### src/rtl/apb_seq_pkg.sv
// Package: shared phase encoding for the APB transfer sequencer.
// Assumes: three phases are enough; no burst or pipelined phase exists.
package apb_seq_pkg;
    typedef enum logic [1:0] {
        PH_IDLE   = 2'd0,
        PH_SETUP  = 2'd1,
        PH_ACCESS = 2'd2
    } phase_t;
endpackage

### src/rtl/apb_seq_phase.sv
// Module: phase controller. Walks idle -> setup -> access and back,
// and loops access -> setup when a command is waiting at completion.
// Assumes: pready is only meaningful in access cycles.
module apb_seq_phase
    import apb_seq_pkg::*;
(
    input  logic   clk,
    input  logic   rst_n,
    input  logic   req_valid,
    input  logic   pready,
    output logic   req_ready,
    output logic   accept,
    output logic   complete,
    output logic   sel,
    output logic   enable
);
    phase_t phase_q;
    phase_t phase_d;

    // Decode handshake and completion from the current phase.
    always_comb begin
        complete  = (phase_q == PH_ACCESS) && pready;
        req_ready = (phase_q == PH_IDLE) || complete;
        accept    = req_valid && req_ready;
        sel       = (phase_q != PH_IDLE);
        enable    = (phase_q == PH_ACCESS);
    end

    // Next-phase selection.
    always_comb begin
        phase_d = phase_q;
        unique case (phase_q)
            PH_IDLE:   phase_d = accept ? PH_SETUP : PH_IDLE;
            PH_SETUP:  phase_d = PH_ACCESS;
            PH_ACCESS: begin
                if (pready) begin
                    phase_d = accept ? PH_SETUP : PH_IDLE;
                end
            end
            default:   phase_d = PH_IDLE;
        endcase
    end

    // Phase register with synchronous reset.
    always_ff @(posedge clk) begin
        if (!rst_n) begin
            phase_q <= PH_IDLE;
        end else begin
            phase_q <= phase_d;
        end
    end
endmodule

### src/rtl/apb_seq_cmd_reg.sv
// Module: command register. Captures direction, address and write data
// on acceptance and holds them, which keeps the bus fields frozen through
// wait states and leaves address and direction parked while idle.
// Assumes: load is asserted only when the bus may take a new setup phase.
module apb_seq_cmd_reg #(
    parameter int ADDR_W = 16,
    parameter int DATA_W = 32
) (
    input  logic              clk,
    input  logic              rst_n,
    input  logic              load,
    input  logic              in_write,
    input  logic [ADDR_W-1:0] in_addr,
    input  logic [DATA_W-1:0] in_wdata,
    output logic              out_write,
    output logic [ADDR_W-1:0] out_addr,
    output logic [DATA_W-1:0] out_wdata
);
    // Field capture on acceptance only.
    always_ff @(posedge clk) begin
        if (!rst_n) begin
            out_write <= 1'b0;
            out_addr  <= '0;
            out_wdata <= '0;
        end else if (load) begin
            out_write <= in_write;
            out_addr  <= in_addr;
            out_wdata <= in_wdata;
        end
    end
endmodule

### src/rtl/apb_seq_resp.sv
// Module: response capture. Registers read data and the error flag at
// completion and emits a one-cycle done pulse in the following cycle.
// Assumes: complete is high for exactly one cycle per transfer.
module apb_seq_resp #(
    parameter int DATA_W = 32
) (
    input  logic              clk,
    input  logic              rst_n,
    input  logic              complete,
    input  logic              is_write,
    input  logic [DATA_W-1:0] bus_rdata,
    input  logic              bus_err,
    output logic              done,
    output logic [DATA_W-1:0] rd_data,
    output logic              err
);
    // Done pulse follows the completing cycle.
    always_ff @(posedge clk) begin
        if (!rst_n) begin
            done <= 1'b0;
        end else begin
            done <= complete;
        end
    end

    // Error flag refreshed at every completion.
    always_ff @(posedge clk) begin
        if (!rst_n) begin
            err <= 1'b0;
        end else if (complete) begin
            err <= bus_err;
        end
    end

    // Read data kept only from finished reads.
    always_ff @(posedge clk) begin
        if (!rst_n) begin
            rd_data <= '0;
        end else if (complete && !is_write) begin
            rd_data <= bus_rdata;
        end
    end
endmodule

### src/rtl/apb_xfer_seq.sv
// Module: APB requester transfer sequencer (top). Accepts one command at a
// time, runs setup and access phases, waits on pready, returns the result.
// Assumes: a single completer; the user holds req_valid until accepted.
module apb_xfer_seq #(
    parameter int ADDR_W = 16,
    parameter int DATA_W = 32
) (
    input  logic              clk,
    input  logic              rst_n,
    input  logic              req_valid,
    input  logic              req_write,
    input  logic [ADDR_W-1:0] req_addr,
    input  logic [DATA_W-1:0] req_wdata,
    output logic              req_ready,
    output logic              done,
    output logic [DATA_W-1:0] rd_data,
    output logic              err,
    output logic              psel,
    output logic              penable,
    output logic [ADDR_W-1:0] paddr,
    output logic              pwrite,
    output logic [DATA_W-1:0] pwdata,
    input  logic              pready,
    input  logic [DATA_W-1:0] prdata,
    input  logic              pslverr
);
    logic accept;
    logic complete;

    apb_seq_phase u_phase (
        .clk       (clk),
        .rst_n     (rst_n),
        .req_valid (req_valid),
        .pready    (pready),
        .req_ready (req_ready),
        .accept    (accept),
        .complete  (complete),
        .sel       (psel),
        .enable    (penable)
    );

    apb_seq_cmd_reg #(.ADDR_W(ADDR_W), .DATA_W(DATA_W)) u_cmd (
        .clk       (clk),
        .rst_n     (rst_n),
        .load      (accept),
        .in_write  (req_write),
        .in_addr   (req_addr),
        .in_wdata  (req_wdata),
        .out_write (pwrite),
        .out_addr  (paddr),
        .out_wdata (pwdata)
    );

    apb_seq_resp #(.DATA_W(DATA_W)) u_resp (
        .clk       (clk),
        .rst_n     (rst_n),
        .complete  (complete),
        .is_write  (pwrite),
        .bus_rdata (prdata),
        .bus_err   (pslverr),
        .done      (done),
        .rd_data   (rd_data),
        .err       (err)
    );
endmodule

### config.mk
export PLATFORM = sky130hd
export DESIGN_NAME = apb_xfer_seq
export DESIGN_NICKNAME = d
export VERILOG_FILES = /design/src/rtl/apb_seq_pkg.sv /design/src/rtl/apb_seq_phase.sv /design/src/rtl/apb_seq_cmd_reg.sv /design/src/rtl/apb_seq_resp.sv /design/src/rtl/apb_xfer_seq.sv
export SDC_FILE = /design/constraint.sdc
export NUM_CORES = 1
export LEC_CHECK = 0
export ABC_CLOCK_PERIOD_IN_PS = 1400
export BUFFER_PORTS_ARGS = -buffer_cell sky130_fd_sc_hd__buf_4
export CORE_UTILIZATION = 45
export CTS_CLUSTER_SIZE = 40
export DETAILED_ROUTE_END_ITERATION = 12
export MAX_ROUTING_LAYER = met4
export PLACE_DENSITY_LB_ADDON = 0.1
export SYNTH_ARGS = -nofsm -noshare
export SYNTH_HDL_FRONTEND = slang
export SYNTH_SLANG_ARGS = --single-unit
### constraint.sdc
create_clock -name clk -period 1.4 [get_ports clk]
set_input_delay 0 -clock clk [delete_from_list [all_inputs] [get_ports clk]]
set_output_delay 0 -clock clk [all_outputs]
set_load 0.02 [all_outputs]
After elaboration in Yosys (flattened, before gate mapping)
Index checks and enable logic that the tools add are counted.
- $add $sub $neg: 0
- $mul: 0
- div/mod/pow operators: 0
- magnitude comparators: 0
- eq/ne operators: 3
- shift-type cells: 0
- mux-type cells: 3
- bitwise logic cells: 0
- reductions and logical operators: 7
- operators by type and width (cell ; count):
    2-bit one-hot mux with 3 select lines ; 1
    1-bit logical AND ; 3
    2-bit by 1-bit equality test with 1-bit output, second input constant ; 1
    2-bit equality test, second input constant ; 1
    2-bit zero test ; 1
    2-bit 2-to-1 mux ; 1
    2-bit by 1-bit != test with 1-bit output, second input constant ; 1
    2-bit nonzero test ; 1
    1-bit zero test ; 1
    1-bit logical OR ; 1
    1-bit 2-to-1 mux ; 1
- flip-flop bits (word level): 85
- latch bits: 0
- bits in writable memories: 0
- bits in read-only memories: 0
- output and inout port bits: 86
- logic and storage cells: 20
- memories kept: 0

Logic depth before layout (Yosys ltp)
Gate-level depths: netlist of run 1.
- depth in word-level cells: 7
- depth in mapped cells: 5
- depth with buffers taken out: 3

By module
A second synthesis of run 1 with hierarchy kept.
- cells, all modules: 315
- area total of the unflattened synthesis: 3372.0 µm²
- modules (own cells, without submodules) (module ; times used ; cells an instance ; area each (µm²) ; seq. area each (µm²)):
    apb_seq_cmd_reg ; 1 ; 158 ; 1863.0 ; 980.9
    apb_seq_resp ; 1 ; 145 ; 1386.3 ; 680.7
    apb_seq_phase ; 1 ; 12 ; 122.6 ; 40.0

Least setup slack after synthesis of run 1
Ideal clock, no wire load.
- path type: register to register
- start point: reg u_phase.phase_q[1]
- end point: reg u_resp.err
- arrival time: 1.115 ns
- data required time: 1.284 ns
- setup slack: 0.169 ns
- stages on the path, launching flop included: 4
- path buffers: 0
- path through: dfxtp_1 > nor2b_1 > a21oi_1 > a41o_1
- longest elaborated chain between the ends: 2
- ends and longest elaborated chain (what ; RTL line ; RTL):
    start: declaration ; apb_seq_phase.sv:17 ; phase_t phase_q;
    start signal: assignment ; apb_seq_phase.sv:49 ; phase_q <= phase_d;
    2-bit equality test ; -- ;
    named net penable ; apb_xfer_seq.sv:19 ; output logic penable,
    1-bit logical AND ; apb_seq_phase.sv:22 ; complete = (phase_q == PH_ACCESS) && pready;
    end signal: assignment ; apb_seq_resp.sv:31 ; err <= bus_err;
    end: declaration ; apb_seq_resp.sv:15 ; output logic err
The timed path passes the listed nets, and every way through them passes these cells.
A chain may end at the register's enable or synchronous reset.

Final worst setup path of run 1
- start point: reg u_phase.phase_q[1]
- end point: reg u_cmd.out_wdata[18]
- longest elaborated chain between the ends: 4
- elaborated cells between the ends (all ways): 5
- those cells by class: 1 x eq/ne; 4 x reduce/logical
- ends and longest elaborated chain (what ; RTL line ; RTL):
    2-bit equality test ; apb_seq_phase.sv:22 ;
    1-bit logical AND ; apb_seq_phase.sv:22 ;
    1-bit logical OR * ; apb_seq_phase.sv:23 ; req_ready = (phase_q == PH_IDLE) || complete;
    1-bit logical AND * ; apb_seq_phase.sv:24 ; accept = req_valid && req_ready;
    end signal: assignment ; apb_seq_cmd_reg.sv:28 ; out_wdata <= in_wdata;
    end: declaration ; apb_seq_cmd_reg.sv:17 ; output logic [DATA_W-1:0] out_wdata
Every way passes the cells marked *; elsewhere a longest branch is shown, timed or not.

==> impl_metrics.csv, run 1 <==
group,metric,value,unit
run_status,outcome,"complete, no violations",
worst_hold_path,hp-class,"input port to flip-flop",
floorplan,rows,31,
yosys,async_flop_share,0,%
clock_network,clkTransAtPathRegs,0.08,ns
place,dp_hpwl,5.45,mm
floorplan,ioPinCount,172,
critical_path,arrival,1.59,ns
yosys,netlist_area,0.00337,mm2
global_route,antenna_found_initial,0,
clock_network,htreeDepth,3,
critical_path,crit_end,"u_cmd.out_wdata[18]$_SDFFE_PN0P_",
finish,layout.cells.non_filler,722,
sta,finalSetupViolations,0,
finish,multi_input_area,0.00141,mm2
detailed_routing,wl_per_cell,13.3,um
clock_network,clock_latency,0.34,ns
detailed_routing,post-route-drc-count,0,
global_route,grt.total_usage,23.3,%
yosys,synthTopCellsByCount,"nand2_1 (131), dfxtp_1 (85), mux2i_1 (50), nand3_1 (32), o21ai_1 (32)",
power,leakage,2.65,nW
detailed_routing,vias_per_cell,4.66,
yosys,yosysUniqueCellTypes,21,
run,cap_violations,0,
yosys,synth_edf_count,0,
finish,fillers,484,
global_route,grt_pass1_vias,3080,
floorplan,die_x,88.5,um
yosys,yosysMostFrequentCell,"nand2_1",
clock_network,cts_num_sinks,85,
global_route,grt_pass1_wl,13.7,mm
yosys,synth_fp_nets,460,
global_route,grt_max_degree,65,
critical_path,cp-end-kind,"flip-flop",
sta,fin_ws,0.0746,ns
sta,skew,0.00868,ns
finish,n_antenna_cell,0,
finish,areaGrowthSynthToFinish,70.5,%
critical_path,cpMaxStageDelayCell,"dfxtp_1",
critical_path,r2r_cells,5,
critical_path,worst-path-max-fanout,8,
critical_path,crit_top_cell,"buf_6",
yosys,seq_area_frac_synth,50.5,%
yosys,yosysTopAreaCell,"dfxtp_1",
sta,finalHoldViolations,0,
sta,hold_slack,0.0890,ns
critical_path,rr_endpoint,"u_cmd.out_wdata[18]$_SDFFE_PN0P_",
detailed_routing,num_vias,3364,
sta,max-slew-margin-rel,75.6,%
yosys,yosys-top-cells-area,"dfxtp_1 (50%), mux2i_1 (15%), nand2_1 (15%)",
yosys,synth_ff_type,"dfxtp_1",
power,power_density,973,mW/mm2
sta,period_needed,1.33,ns
detailed_routing,first_iter_violations,114,
finish,layout-drive-gt1-share,32.1,%
finish,nets,704,
yosys,syn_area_per_cell,9.01,um2
critical_path,crit_chain,"nor2b_2 > nor3b_4 > buf_6 > buf_6 > mux2i_1",
critical_path,cp_slowest_stage_delay,0.34,ns
power,vdd_drop_max,0.602,mV
critical_path,r2r_start,"u_phase.phase_q[1]$_SDFFE_PN0P_",
yosys,syn_inst,374,
critical_path,reg2reg_setup_slack,0.07,ns
power,fin_total_pwr,5.59,mW
critical_path,startpoint_type,"flip-flop",
yosys,yosys_warnings,0,
place,io_buffer_count,171,
critical_path,crit_required,1.67,ns
sta,rsz0062_at_grt,"false",
clock_network,cts_buffers,9,
place,gp_congestion,0.678,
sta,min_period_over_period,94.7,%
floorplan,die_h,88.5,um
sta,tns,0,ns
detailed_routing,dr.pass1.iters,4,
clock_network,clockRootBuffer,"clkbuf_8",
clock_network,tritoncts,"done",
floorplan,start_util,46.5,%
yosys,yosysTopAreaCellShare,50.5,%
place,dp_slack,0.0209,ns
critical_path,worstSetupPathType,"flip-flop to flip-flop",
critical_path,critPathLaunch,"u_phase.phase_q[1]$_SDFFE_PN0P_",
clock_network,cts_buffer_depth,2,
yosys,ys_ff_latch,85,
detailed_routing,postRouteAntennaNets,0,
place,placed_cells,619,
finish,final-seq-area,0.00170,mm2
sta,maxSlewViolCount,0,
floorplan,dieArea,0.00784,mm2
global_route,overflow,0,
floorplan,coreArea,0.00725,mm2
sta,worstMarginPinSlew,0.366,ns
detailed_routing,drt_wl_total,9.62,mm
sta,fmax,754,MHz
per-layer routing:
layer | up-vias | wire length (um) | share of wire (%) | track usage [%]
met5 | - | 0 | 0 | -
met4 | 0 | 180 | 1.9 | 9.38
met3 | 16 | 520 | 5.4 | 3.92
met2 | 117 | 4920 | 51 | 40.5
met1 | 1521 | 4000 | 42 | 26.7
li1 | 1710 | - | - | -
power by group:
group          switching, mW  internal (mW)
clock network          0.843           1.01
registers             0.0692           2.54
logic                  0.506          0.630
cells in the final DEF, fill, tap and decap left out:
cell type,n
a21oi_1,1
a41o_1,1
and2_1,1
and3_1,1
and4bb_2,1
buf_12,5
buf_4,173
buf_6,2
bufinv_16,2
clkbuf_1,3
clkbuf_16,2
clkbuf_8,9
clkinv_2,1
clkinvlp_4,1
dfxtp_1,85
dlygate4sd3_1,83
mux2i_1,49
mux2i_2,1
nand2_1,131
nand3_1,32
nor2_1,2
nor2b_1,2
nor2b_2,1
nor3b_4,1
o21ai_1,32
or2_2,1
logic make-up after synthesis:
logic type | synth area share [%]
and+or+nand+nor | 21.5
AOI/OAI and AO/OA | 5.20
DFF | 50.5
buffers and inverters | 7.98
muxes | 14.8
what timing repair did:
action | 4_1_cts | 5_1_grt
hold endpoints to repair | 83 | 0
hold buffers | 83 | 0
pin swaps | 0 | 1
gates resized for setup | 0 | 5
gates cloned | 0 | 3
setup buffers | 0 | 1
endpoints found under the setup margin | 1 | 48
flip-flops by register name, summed over array words and instances, names as in the netlist:
register and count:
u_cmd.out_wdata 32, u_resp.rd_data 32, u_cmd.out_addr 16, u_phase.phase_q 2, u_cmd.out_write 1, u_resp.done 1
u_resp.err 1
how the worst min path moves through the flow:
| stage | start | end | slack (ns) | cells past startpoint |
|---|---|---|---|---|
| 2_1_floorplan | prdata[0] | u_resp.rd_data[0]$_SDFFE_PN0P_ | 0.14 | 2 |
| 3_3_place_gp | prdata[9] | u_resp.rd_data[9]$_SDFFE_PN0P_ | 0.22 | 3 |
| 3_5_place_dp | prdata[2] | u_resp.rd_data[2]$_SDFFE_PN0P_ | 0.23 | 3 |
| 4_1_cts | rst_n | u_resp.rd_data[1]$_SDFFE_PN0P_ | 0.07 | 3 |
| 5_1_grt | rst_n | u_resp.rd_data[11]$_SDFFE_PN0P_ | 0.1 | 3 |
| 6_report | rst_n | u_resp.rd_data[1]$_SDFFE_PN0P_ | 0.09 | 3 |
metrics by stage:
step                      util (%)  area (um2)
after floorplan                  -        3370
after global placement        63.7        4620
after detailed placement      63.7        4620
after CTS                     78.0        5660
after global routing          79.2        5750
final                         79.2        5750
critical path: cells and delay by family, from the launching register on:
| kind | cells | cell delay, ns |
|---|---|---|
| flip-flops | 1 | 0.34 |
| AND/OR/NAND/NOR | 2 | 0.37 |
| buffers and inverters | 2 | 0.36 |
| multiplexers | 1 | 0.18 |
layout make-up:
cell class | instances | area share [%]
Timing Repair Buffer | 265 | 40.1
Clock buffer | 12 | 2.35
Sequential cell | 85 | 29.6
Clock inverter | 4 | 1.26
Multi-Input combinational cell | 257 | 24.5
Tap cell | 99 | 2.16
(Power assumes the default switching activity.)
==> run 2, diff against run 1 <==
ABC_CLOCK_PERIOD_IN_PS = 1500   (was 1400)
BUFFER_PORTS_ARGS = not set   (was -buffer_cell sky130_fd_sc_hd__buf_4)
CORE_MARGIN = 2   (was not set)
CORE_UTILIZATION = 48   (was 45)
DONT_BUFFER_PORTS = 1   (was not set)
clock period = 1.5 ns   (was 1.4 ns; I/O delays follow)
==> run 2 against run 1 <==
Against the previous run:
- the flow now stops in clock tree synthesis (4_1_cts)
- synthesized cell count is the same
- area after synthesis is the same
==> impl_metrics.csv, run 2 <==
group,metric,value,unit
run_status,firstError,"[ERROR RSZ-0060] Max buffer count reached.",
run_status,outcome,"stopped before the end",
floorplan,ioPinCount,172,
yosys,yosysUniqueCellTypes,21,
yosys,ys_ff_latch,85,
place,io_buffer_count,0,
run_status,haltStage,"clock tree synthesis (4_1_cts)",
place,dp_hpwl,4.37,mm
floorplan,die_h,87.8,um
yosys,synth_ff_type,"dfxtp_1",
clock_network,htreeDepth,3,
floorplan,start_util,49.6,%
yosys,synthTopCellsByCount,"nand2_1 (131), dfxtp_1 (85), mux2i_1 (50), nand3_1 (32), o21ai_1 (32)",
place,dp_slack,0.178,ns
clock_network,cts_num_sinks,85,
yosys,yosysTopAreaCellShare,50.5,%
clock_network,cts-resized-gates,0,
clock_network,post_cts_buffers,0,
yosys,async_flop_share,0,%
floorplan,die_x,87.8,um
clock_network,clockRootBuffer,"clkbuf_8",
yosys,synth_edf_count,0,
yosys,yosys-top-cells-area,"dfxtp_1 (50%), mux2i_1 (15%), nand2_1 (15%)",
clock_network,cts_hold_buf,101,
yosys,syn_area_per_cell,9.01,um2
clock_network,cts_buffer_depth,2,
yosys,yosys_warnings,0,
clock_network,cts_buffers,9,
yosys,syn_inst,374,
yosys,yosysMostFrequentCell,"nand2_1",
yosys,seq_area_frac_synth,50.5,%
yosys,yosysTopAreaCell,"dfxtp_1",
place,gp_congestion,0.740,
floorplan,rows,30,
yosys,synth_fp_nets,460,
yosys,netlist_area,0.00337,mm2
==> run 2: cell counts after synthesis <==
Identical to the previous run, type by type.
==> run 2: cell families after synthesis <==
| group | count (synthesis) | synth area share, % |
|---|---|---|
| buffers and inverters | 32 | 7.98 |
| AOI/OAI and AO/OA | 34 | 5.20 |
| DFF | 85 | 50.5 |
| muxes | 50 | 14.8 |
| and+or+nand+nor | 173 | 21.5 |
==> run 2: through the flow <==
stage / cell area [um2] / utilization, % / hold WS [ns] / std cells
global placement: 3290 / 48.4 / 0.137 / 443
detailed placement: 3290 / 48.4 / 0.139 / 443
floorplan: 3370 / - / 0.137 / 374
==> run 3, diff against run 2 <==
CORE_UTILIZATION = 33   (was 48)
CTS_CLUSTER_SIZE = not set   (was 40)
MAX_ROUTING_LAYER = not set   (was met4)
PLACE_DENSITY_LB_ADDON = 0.15   (was 0.1)
==> run 3 against run 2 <==
Against the previous run:
- the run again fails in clock tree synthesis (4_1_cts)
- area after synthesis is the same
- synthesized cell count is the same
==> impl_metrics.csv, run 3 <==
group,metric,value,unit
clock_network,htreeDepth,3,
clock_network,cts_hold_buf,101,
clock_network,cts-resized-gates,0,
yosys,yosysUniqueCellTypes,21,
yosys,yosys_warnings,0,
yosys,synthTopCellsByCount,"nand2_1 (131), dfxtp_1 (85), mux2i_1 (50), nand3_1 (32), o21ai_1 (32)",
run_status,haltStage,"clock tree synthesis (4_1_cts)",
yosys,syn_area_per_cell,9.01,um2
yosys,yosysTopAreaCell,"dfxtp_1",
floorplan,ioPinCount,172,
yosys,synth_compound_gate_area_share,5.20,%
yosys,seq_area_frac_synth,50.5,%
yosys,async_flop_share,0,%
floorplan,start_util,34.2,%
yosys,synth_top_family_by_area,"simple AND/OR/NAND/NOR gates",
yosys,yosysMostFrequentCell,"nand2_1",
floorplan,die_h,105,um
run_status,firstError,"[ERROR RSZ-0060] Max buffer count reached.",
yosys,synthSimpleGateAreaFrac,21.5,%
yosys,synth_fa_ha_area_share,0,%
run_status,outcome,"stopped before the end",
yosys,synth_fp_nets,460,
place,gp_congestion,0.683,
place,dp_hpwl,4.61,mm
yosys,yosysTopAreaCellShare,50.5,%
clock_network,post_cts_buffers,0,
yosys,synth_ff_type,"dfxtp_1",
yosys,synth_edf_count,0,
clock_network,cts_buffer_depth,2,
clock_network,cts_num_sinks,85,
place,placed_cells,480,
yosys,netlist_area,0.00337,mm2
floorplan,die_x,105,um
place,dp_slack,0.0804,ns
clock_network,clockRootBuffer,"clkbuf_8",
floorplan,rows,36,
yosys,yosys-top-cells-area,"dfxtp_1 (50%), mux2i_1 (15%), nand2_1 (15%)",
clock_network,cts_buffers,9,
yosys,synth_mux_area_share,14.8,%
place,io_buffer_count,0,
yosys,synthXorXnorAreaFrac,0,%
yosys,syn_inst,374,
yosys,ys_ff_latch,85,
## run 3: cell families after synthesis
group / after synthesis
simple gates: 173
mux: 50
compound gates: 34
buf+inv: 32
flops: 85
## run 3: metrics by stage
| stage | util, % | hold slack, ns | area, um2 |
|---|---|---|---|
| 3_3_place_gp | 33.8 | 0.141 | 3340 |
| 2_1_floorplan | - | 0.137 | 3370 |
| 3_5_place_dp | 33.8 | 0.144 | 3340 |
